### src/rtl/stx_pkg.sv
package stx_pkg;
  localparam int BYTE_W = 8;

  typedef enum logic [1:0] {
    TX_IDLE  = 2'd0,
    TX_SETUP = 2'd1,
    TX_HIGH  = 2'd2,
    TX_HOLD  = 2'd3
  } tx_state_e;
endpackage

### src/rtl/stx_busy_sync.sv
module stx_busy_sync #(
  parameter int STAGES = 2
) (
  input  logic clk,
  input  logic rst_ni,
  input  logic busy_async_i,
  output logic busy_o
);
  logic [STAGES-1:0] chain_q;
  logic [STAGES-1:0] chain_d;

  generate
    if (STAGES == 1) begin : g_one
      always_comb chain_d = busy_async_i;
    end else begin : g_many
      always_comb chain_d = {chain_q[STAGES-2:0], busy_async_i};
    end
  endgenerate

  always_ff @(posedge clk or negedge rst_ni) begin
    if (!rst_ni) chain_q <= '0;
    else         chain_q <= chain_d;
  end

  assign busy_o = chain_q[STAGES-1];
endmodule

### src/rtl/stx_pacer.sv
module stx_pacer #(
  parameter int STRB_MIN_CLKS = 6
) (
  input  logic clk,
  input  logic rst_ni,
  input  logic rise_next_i,
  output logic pace_ok_o
);
  localparam int CW = $clog2(STRB_MIN_CLKS + 1);
  localparam logic [CW-1:0] CNT_SAT   = CW'(STRB_MIN_CLKS);
  localparam logic [CW-1:0] READY_AT  = CW'(STRB_MIN_CLKS - 2);
  localparam logic [CW-1:0] RISE_MIN  = CW'(STRB_MIN_CLKS - 1);

  logic [CW-1:0] cnt_q;
  logic [CW-1:0] cnt_d;
  logic          cnt_en;

  always_comb begin
    cnt_en = rise_next_i || (cnt_q != CNT_SAT);
    cnt_d  = rise_next_i ? '0 : cnt_q + 1'b1;
  end

  always_ff @(posedge clk or negedge rst_ni) begin
    if (!rst_ni)     cnt_q <= CNT_SAT;
    else if (cnt_en) cnt_q <= cnt_d;
  end

  assign pace_ok_o = (cnt_q >= READY_AT);


  strobe_spacing_chk: assert property (@(posedge clk) disable iff (!rst_ni)
    rise_next_i |-> (cnt_q >= RISE_MIN));
endmodule

### src/rtl/stx_sync_track.sv
module stx_sync_track #(
  parameter int SYNC_HOLD = 2
) (
  input  logic clk,
  input  logic rst_ni,
  input  logic accept_i,
  input  logic sop_i,
  input  logic hold_end_i,
  output logic sync_o
);
  localparam int PW = $clog2(SYNC_HOLD + 1);
  localparam logic [PW-1:0] POS_SAT  = PW'(SYNC_HOLD);
  localparam logic [PW-1:0] POS_LAST = PW'(SYNC_HOLD - 1);

  logic [PW-1:0] pos_q, pos_d;
  logic          sync_q, sync_d;
  logic          pos_en;

  always_comb begin
    pos_en = accept_i;
    if (sop_i)              pos_d = '0;
    else if (pos_q == POS_SAT) pos_d = POS_SAT;
    else                    pos_d = pos_q + 1'b1;

    sync_d = sync_q;
    if (accept_i && sop_i)                        sync_d = 1'b1;
    else if (hold_end_i && (pos_q >= POS_LAST))   sync_d = 1'b0;
  end

  always_ff @(posedge clk or negedge rst_ni) begin
    if (!rst_ni)     pos_q <= POS_SAT;
    else if (pos_en) pos_q <= pos_d;
  end

  always_ff @(posedge clk or negedge rst_ni) begin
    if (!rst_ni) sync_q <= 1'b0;
    else         sync_q <= sync_d;
  end

  assign sync_o = sync_q;


  sync_rise_chk: assert property (@(posedge clk) disable iff (!rst_ni)
    $rose(sync_q) |-> $past(accept_i && sop_i));


  sync_fall_chk: assert property (@(posedge clk) disable iff (!rst_ni)
    $fell(sync_q) |-> $past(hold_end_i));
endmodule

### src/rtl/stx_byte_seq.sv
module stx_byte_seq
  import stx_pkg::*;
(
  input  logic              clk,
  input  logic              rst_ni,
  input  logic              run_i,
  input  logic              valid_i,
  input  logic [BYTE_W-1:0] data_i,
  input  logic              busy_i,
  input  logic              pace_ok_i,
  output logic              ready_o,
  output logic              accept_o,
  output logic              rise_next_o,
  output logic              hold_end_o,
  output logic [BYTE_W-1:0] data_o,
  output logic              vld_o,
  output logic              strb_o
);
  tx_state_e         state_q, state_d;
  logic [BYTE_W-1:0] data_q;
  logic              vld_q, vld_d;
  logic              strb_q, strb_d;

  always_comb begin
    ready_o  = run_i && (state_q == TX_IDLE) && pace_ok_i && !busy_i;
    accept_o = ready_o && valid_i;
    state_d  = state_q;
    case (state_q)
      TX_IDLE:  if (accept_o) state_d = TX_SETUP;
      TX_SETUP: state_d = TX_HIGH;
      TX_HIGH:  state_d = TX_HOLD;
      TX_HOLD:  state_d = TX_IDLE;
      default:  state_d = TX_IDLE;
    endcase
    vld_d       = (state_d != TX_IDLE);
    strb_d      = (state_d == TX_HIGH);
    rise_next_o = (state_q == TX_SETUP);
    hold_end_o  = (state_q == TX_HOLD);
  end

  always_ff @(posedge clk or negedge rst_ni) begin
    if (!rst_ni) begin
      state_q <= TX_IDLE;
      vld_q   <= 1'b0;
      strb_q  <= 1'b0;
    end else begin
      state_q <= state_d;
      vld_q   <= vld_d;
      strb_q  <= strb_d;
    end
  end

  always_ff @(posedge clk or negedge rst_ni) begin
    if (!rst_ni)       data_q <= '0;
    else if (accept_o) data_q <= data_i;
  end

  assign data_o = data_q;
  assign vld_o  = vld_q;
  assign strb_o = strb_q;


  vld_lead_chk: assert property (@(posedge clk) disable iff (!rst_ni)
    $rose(strb_q) |-> $past(vld_q));


  strb_pulse_chk: assert property (@(posedge clk) disable iff (!rst_ni)
    strb_q |=> (!strb_q && vld_q && $stable(data_q)));


  strb_needs_vld_chk: assert property (@(posedge clk) disable iff (!rst_ni)
    !vld_q |-> !strb_q);


  no_overtake_chk: assert property (@(posedge clk) disable iff (!rst_ni)
    (ready_o && valid_i) |-> !vld_q);
endmodule

### src/rtl/stream_bus_tx.sv
module stream_bus_tx
  import stx_pkg::*;
#(
  parameter int STRB_MIN_CLKS = 6,
  parameter int SYNC_HOLD     = 2,
  parameter int BUSY_STAGES   = 2
) (
  input  logic              clk,
  input  logic              rst_n,
  input  logic              src_valid,
  output logic              src_ready,
  input  logic [BYTE_W-1:0] src_data,
  input  logic              src_sop,
  input  logic              rx_busy,
  output logic [BYTE_W-1:0] bus_data,
  output logic              bus_vld,
  output logic              bus_strb,
  output logic              bus_sync
);
  logic [1:0] rst_pipe_q;
  logic       rst_core_n;
  logic       busy_s;
  logic       pace_ok;
  logic       accept;
  logic       rise_next;
  logic       hold_end;

  always_ff @(posedge clk or negedge rst_n) begin
    if (!rst_n) rst_pipe_q <= 2'b00;
    else        rst_pipe_q <= {rst_pipe_q[0], 1'b1};
  end
  assign rst_core_n = rst_pipe_q[1];

  stx_busy_sync #(.STAGES(BUSY_STAGES)) u_busy (
    .clk          (clk),
    .rst_ni       (rst_core_n),
    .busy_async_i (rx_busy),
    .busy_o       (busy_s)
  );

  stx_pacer #(.STRB_MIN_CLKS(STRB_MIN_CLKS)) u_pacer (
    .clk         (clk),
    .rst_ni      (rst_core_n),
    .rise_next_i (rise_next),
    .pace_ok_o   (pace_ok)
  );

  stx_byte_seq u_seq (
    .clk         (clk),
    .rst_ni      (rst_core_n),
    .run_i       (rst_core_n),
    .valid_i     (src_valid),
    .data_i      (src_data),
    .busy_i      (busy_s),
    .pace_ok_i   (pace_ok),
    .ready_o     (src_ready),
    .accept_o    (accept),
    .rise_next_o (rise_next),
    .hold_end_o  (hold_end),
    .data_o      (bus_data),
    .vld_o       (bus_vld),
    .strb_o      (bus_strb)
  );

  stx_sync_track #(.SYNC_HOLD(SYNC_HOLD)) u_sync (
    .clk        (clk),
    .rst_ni     (rst_core_n),
    .accept_i   (accept),
    .sop_i      (src_sop),
    .hold_end_i (hold_end),
    .sync_o     (bus_sync)
  );


  no_strobe_when_busy_chk: assert property (@(posedge clk) disable iff (!rst_core_n)
    $rose(bus_strb) |-> !$past(busy_s, 2));


  sync_falls_with_vld_chk: assert property (@(posedge clk) disable iff (!rst_core_n)
    $fell(bus_sync) |-> ($past(bus_vld) && !bus_vld));


  reset_quiet_chk: assert property (@(posedge clk)
    !rst_core_n |-> (!bus_vld && !bus_strb && !bus_sync && !src_ready));
endmodule

### config.mk
export PLATFORM = sky130hd
export DESIGN_NAME = stream_bus_tx
export DESIGN_NICKNAME = d
export VERILOG_FILES = /design/src/rtl/stx_pkg.sv /design/src/rtl/stx_busy_sync.sv /design/src/rtl/stx_pacer.sv /design/src/rtl/stx_sync_track.sv /design/src/rtl/stx_byte_seq.sv /design/src/rtl/stream_bus_tx.sv
export SDC_FILE = /design/constraint.sdc
export NUM_CORES = 1
export LEC_CHECK = 0
export ABC_AREA = 1
export ABC_CLOCK_PERIOD_IN_PS = 1680
export BUFFER_PORTS_ARGS = -buffer_cell sky130_fd_sc_hd__buf_2
export CAP_MARGIN = 40
export CORE_MARGIN = 1
export CORE_UTILIZATION = 35
export CTS_BUF_LIST = sky130_fd_sc_hd__clkbuf_8 sky130_fd_sc_hd__clkbuf_16
export DETAILED_ROUTE_END_ITERATION = 16
export PLACE_DENSITY = 0.66
export SLEW_MARGIN = 10
export SYNTH_ARGS = -nofsm -noshare
export SYNTH_HDL_FRONTEND = slang
export SYNTH_HIERARCHICAL = 1
export SYNTH_SLANG_ARGS = --single-unit
### constraint.sdc
create_clock -name clk -period 1.68 [get_ports clk]
set_input_delay 0.336 -clock clk [delete_from_list [all_inputs] [get_ports clk]]
set_output_delay 0.336 -clock clk [all_outputs]
set_load 0.01 [all_outputs]
==> results.md <==
* Status: finished clean
* Max cap viols at 0
* Area growth from synthesis to layout at 25.54%
* Congestion Overflow GR at 0
* Initial drt markers at 5
* Yosys reg bits at 22
* Post-route ant nets at 0
* Die area at 3029 µm²
* TritonCTS clock tree: done
* Final #Nets at 157
* Unrepaired setup endpoints after global routing: false
* Setup TNS at 0 ns
* Util after Layout at 48.15%
* Fillers at 261
* Final setup margin at 0.09603 ns
* Clk_skew at 0.002308 ns
* Max rail drop VDD at 0.0008699 V
* Avg WL per Cell at 10.75 µm
* HPWL after detailed placement at 1.318 mm
* Crit Path Class: reg -> out
* Residual DRC at 0
* Routed wl met2 at 820 µm
* Top sig layer: met4
* Sequential fraction of the synthesis area at 56.29%
* Overall Global Routing Usage at 14.06%
* Synth Cell Area at 984.7 µm²
* 1st-pass router iterations at 3
* Final setup viols at 0
* CP arrival at 1.25 ns
* Antenna fix cells at 0
* Worst setup EP type: primary output
* GPL Wtd Cong at 0.7095
* Worst skew pair latency at 0.26 ns
* I/O Buffers at 24
* Met3 wire length at 100 µm
* Pre-CTS WS at 0.2366 ns
* Post-synthesis cell count at 104
* Number of buffers created by CTS at 3
* Final non-filler cell area at 1236 µm²
* Largest net degree at the start of global routing at 21
* Minimum clock period at 1.584 ns
* Root Driver: clkbuf_8
* Worst hold path type: in -> reg
* Rows at 18
* Routed via count divided by cell count at 4.445
* Critical Path Start Type: flop
* Leak at 0.6897 nW
* Met1 WL at 826 µm
* Yosys cell types at 17
* Initial core utilization at 38.35%
* Share of post-route cells with drive strength above 1 at 32.84%
* Worst Reg-to-Reg Cells at 7
* Vias at 729
* Total wire length at 1.763 mm
* Max clock buf depth at 2
* Total number of yosys warnings at 6
* Initial antenna violation count at 0
* Clock slew at reported path FFs at 0.08 ns
* Die H at 55.04 µm
* First-pass GRT wire length at 2.939 mm
* Final Max Slew Viols at 0
* Syn Area/Cell at 9.468 µm²
* Die width at 55.04 µm
* Fmax at 631.3 MHz
* Placed cell area at 1146 µm²
* Core ar. at 2567 µm²
* PwrDens at 1657 nW/µm²
* Final hold vios at 0
* Period utilization at 94.28%
* Critical Path RT at 1.34 ns
* Num Clock Sinks at 22
* Syn Nets at 126
* CP max FO at 6
* Hold depth at 1
* Vias in the first global route at 720
* CTS H-tree lvls at 1
* I/O pin count at 25
==> critical path, stage by stage (launching register included) <==
cell     delay, ns
dfstp_2       0.58
inv_1         0.10
nor3_2        0.16
buf_2         0.15
==> per-stage QoR <==
step                      hold slack, ns  power [mW]  std cells
final                             0.1790       2.048        164
after global placement            0.1216       1.568        158
after CTS                         0.1759       2.034        164
after detailed placement          0.1255       1.617        158
after global routing              0.1672       2.226        164
after floorplan                  0.04041       1.366        104
==> Yosys cell counts <==
cell,n,area (µm²)
dfrtp_1,19,475.5
nand4_1,2,12.51
nor2_4,1,11.26
nor3_1,1,5.000
conb_1,1,3.750
nand2_2,2,12.51
dfstp_2,3,78.83
ha_1,9,112.6
nor2_1,4,15.01
nand3_4,1,17.52
clkinv_4,1,8.760
o21ai_0,1,5.000
clkbuf_1,1,3.750
inv_2,2,7.510
inv_1,14,52.55
nand3_1,4,20.02
nand2_1,38,142.6
==> registers in the layout, indices dropped and copies added (netlist names) <==
register and count:
u_seq/strb_o 1, u_sync/pos_q 2, u_seq/vld_o 1, u_sync/sync_o 1
u_pacer/cnt_q 3, u_seq/state_q 2, rst_pipe_q 2, u_seq/data_o 8
u_busy/chain_q 2
==> cell type report <==
cell class                 instances  area (µm²)  share of cell area [%]
timing repair buffer              27       145.1                   11.74
sequential                        22       554.3                   44.84
clock buffer                       4       55.05                   4.453
tap                               30       37.54                   3.036
inverter                          17       68.82                   5.567
multi-input combinational         64       375.4                   30.36
==> cell families (layout without fill, tap and decap cells) <==
| group | after synthesis | in the layout | share of synthesized area [%] |
|---|---|---|---|
| other | 1 | 1 | 0.3808 |
| AOI/OAI and AO/OA | 1 | 1 | 0.5078 |
| DFF | 22 | 22 | 56.29 |
| buffers and inverters | 18 | 48 | 7.370 |
| adders and majority gates | 9 | 9 | 11.44 |
| and+or+nand+nor | 53 | 53 | 24.01 |
==> cell usage in the layout, fill, tap and decap left out, drive strengths merged <==
cell          n
clkbuf        4
o21ai         1
nand3         5
dfstp         3
nand2        40
nand4         2
nor3          1
ha            9
conb          1
buf          26
dlygate4sd3   1
dfrtp        19
inv          16
nor2          5
clkinv        1
==> power breakdown <==
part           total (mW)  switching, mW  internal [mW]
clock               0.378          0.169          0.209
combinational       0.791          0.461          0.330
sequential          0.879          0.127          0.753
total                2.05          0.757           1.29
==> metal layers <==
metal  vias to the layer above  track usage, %
met5                         -               0
met4                         0           5.833
met3                         2           3.825
met2                        22           24.30
met1                       335           16.30
li1                        370               -
==> final timing paths <==
path | from | end | slack, ns
setup / recovery | u_pacer/cnt_q[2] | src_ready | 0.1
hold / removal | rx_busy | u_busy/chain_q[0] | 0.18
setup reg to reg | u_pacer/cnt_q[2] | u_sync/pos_q[0] | 0.33
hold reg to reg | rst_pipe_q[1] | u_busy/chain_q[1] | 0.24
max in group asynchronous | rst_pipe_q[1] | u_pacer/cnt_q[1] | 1.17
min in group asynchronous | rst_pipe_q[1] | u_busy/chain_q[1] | 0.24
==> what timing repair did <==
action | 4_1_cts | 5_1_grt
setup buffers | 1 | 0
endpoints found under the setup margin | 1 | 1
gates resized for setup | 1 | 4
hold endpoints to repair | 2 | 0
hold buffers | 1 | 0
(Power assumes the default switching activity.)
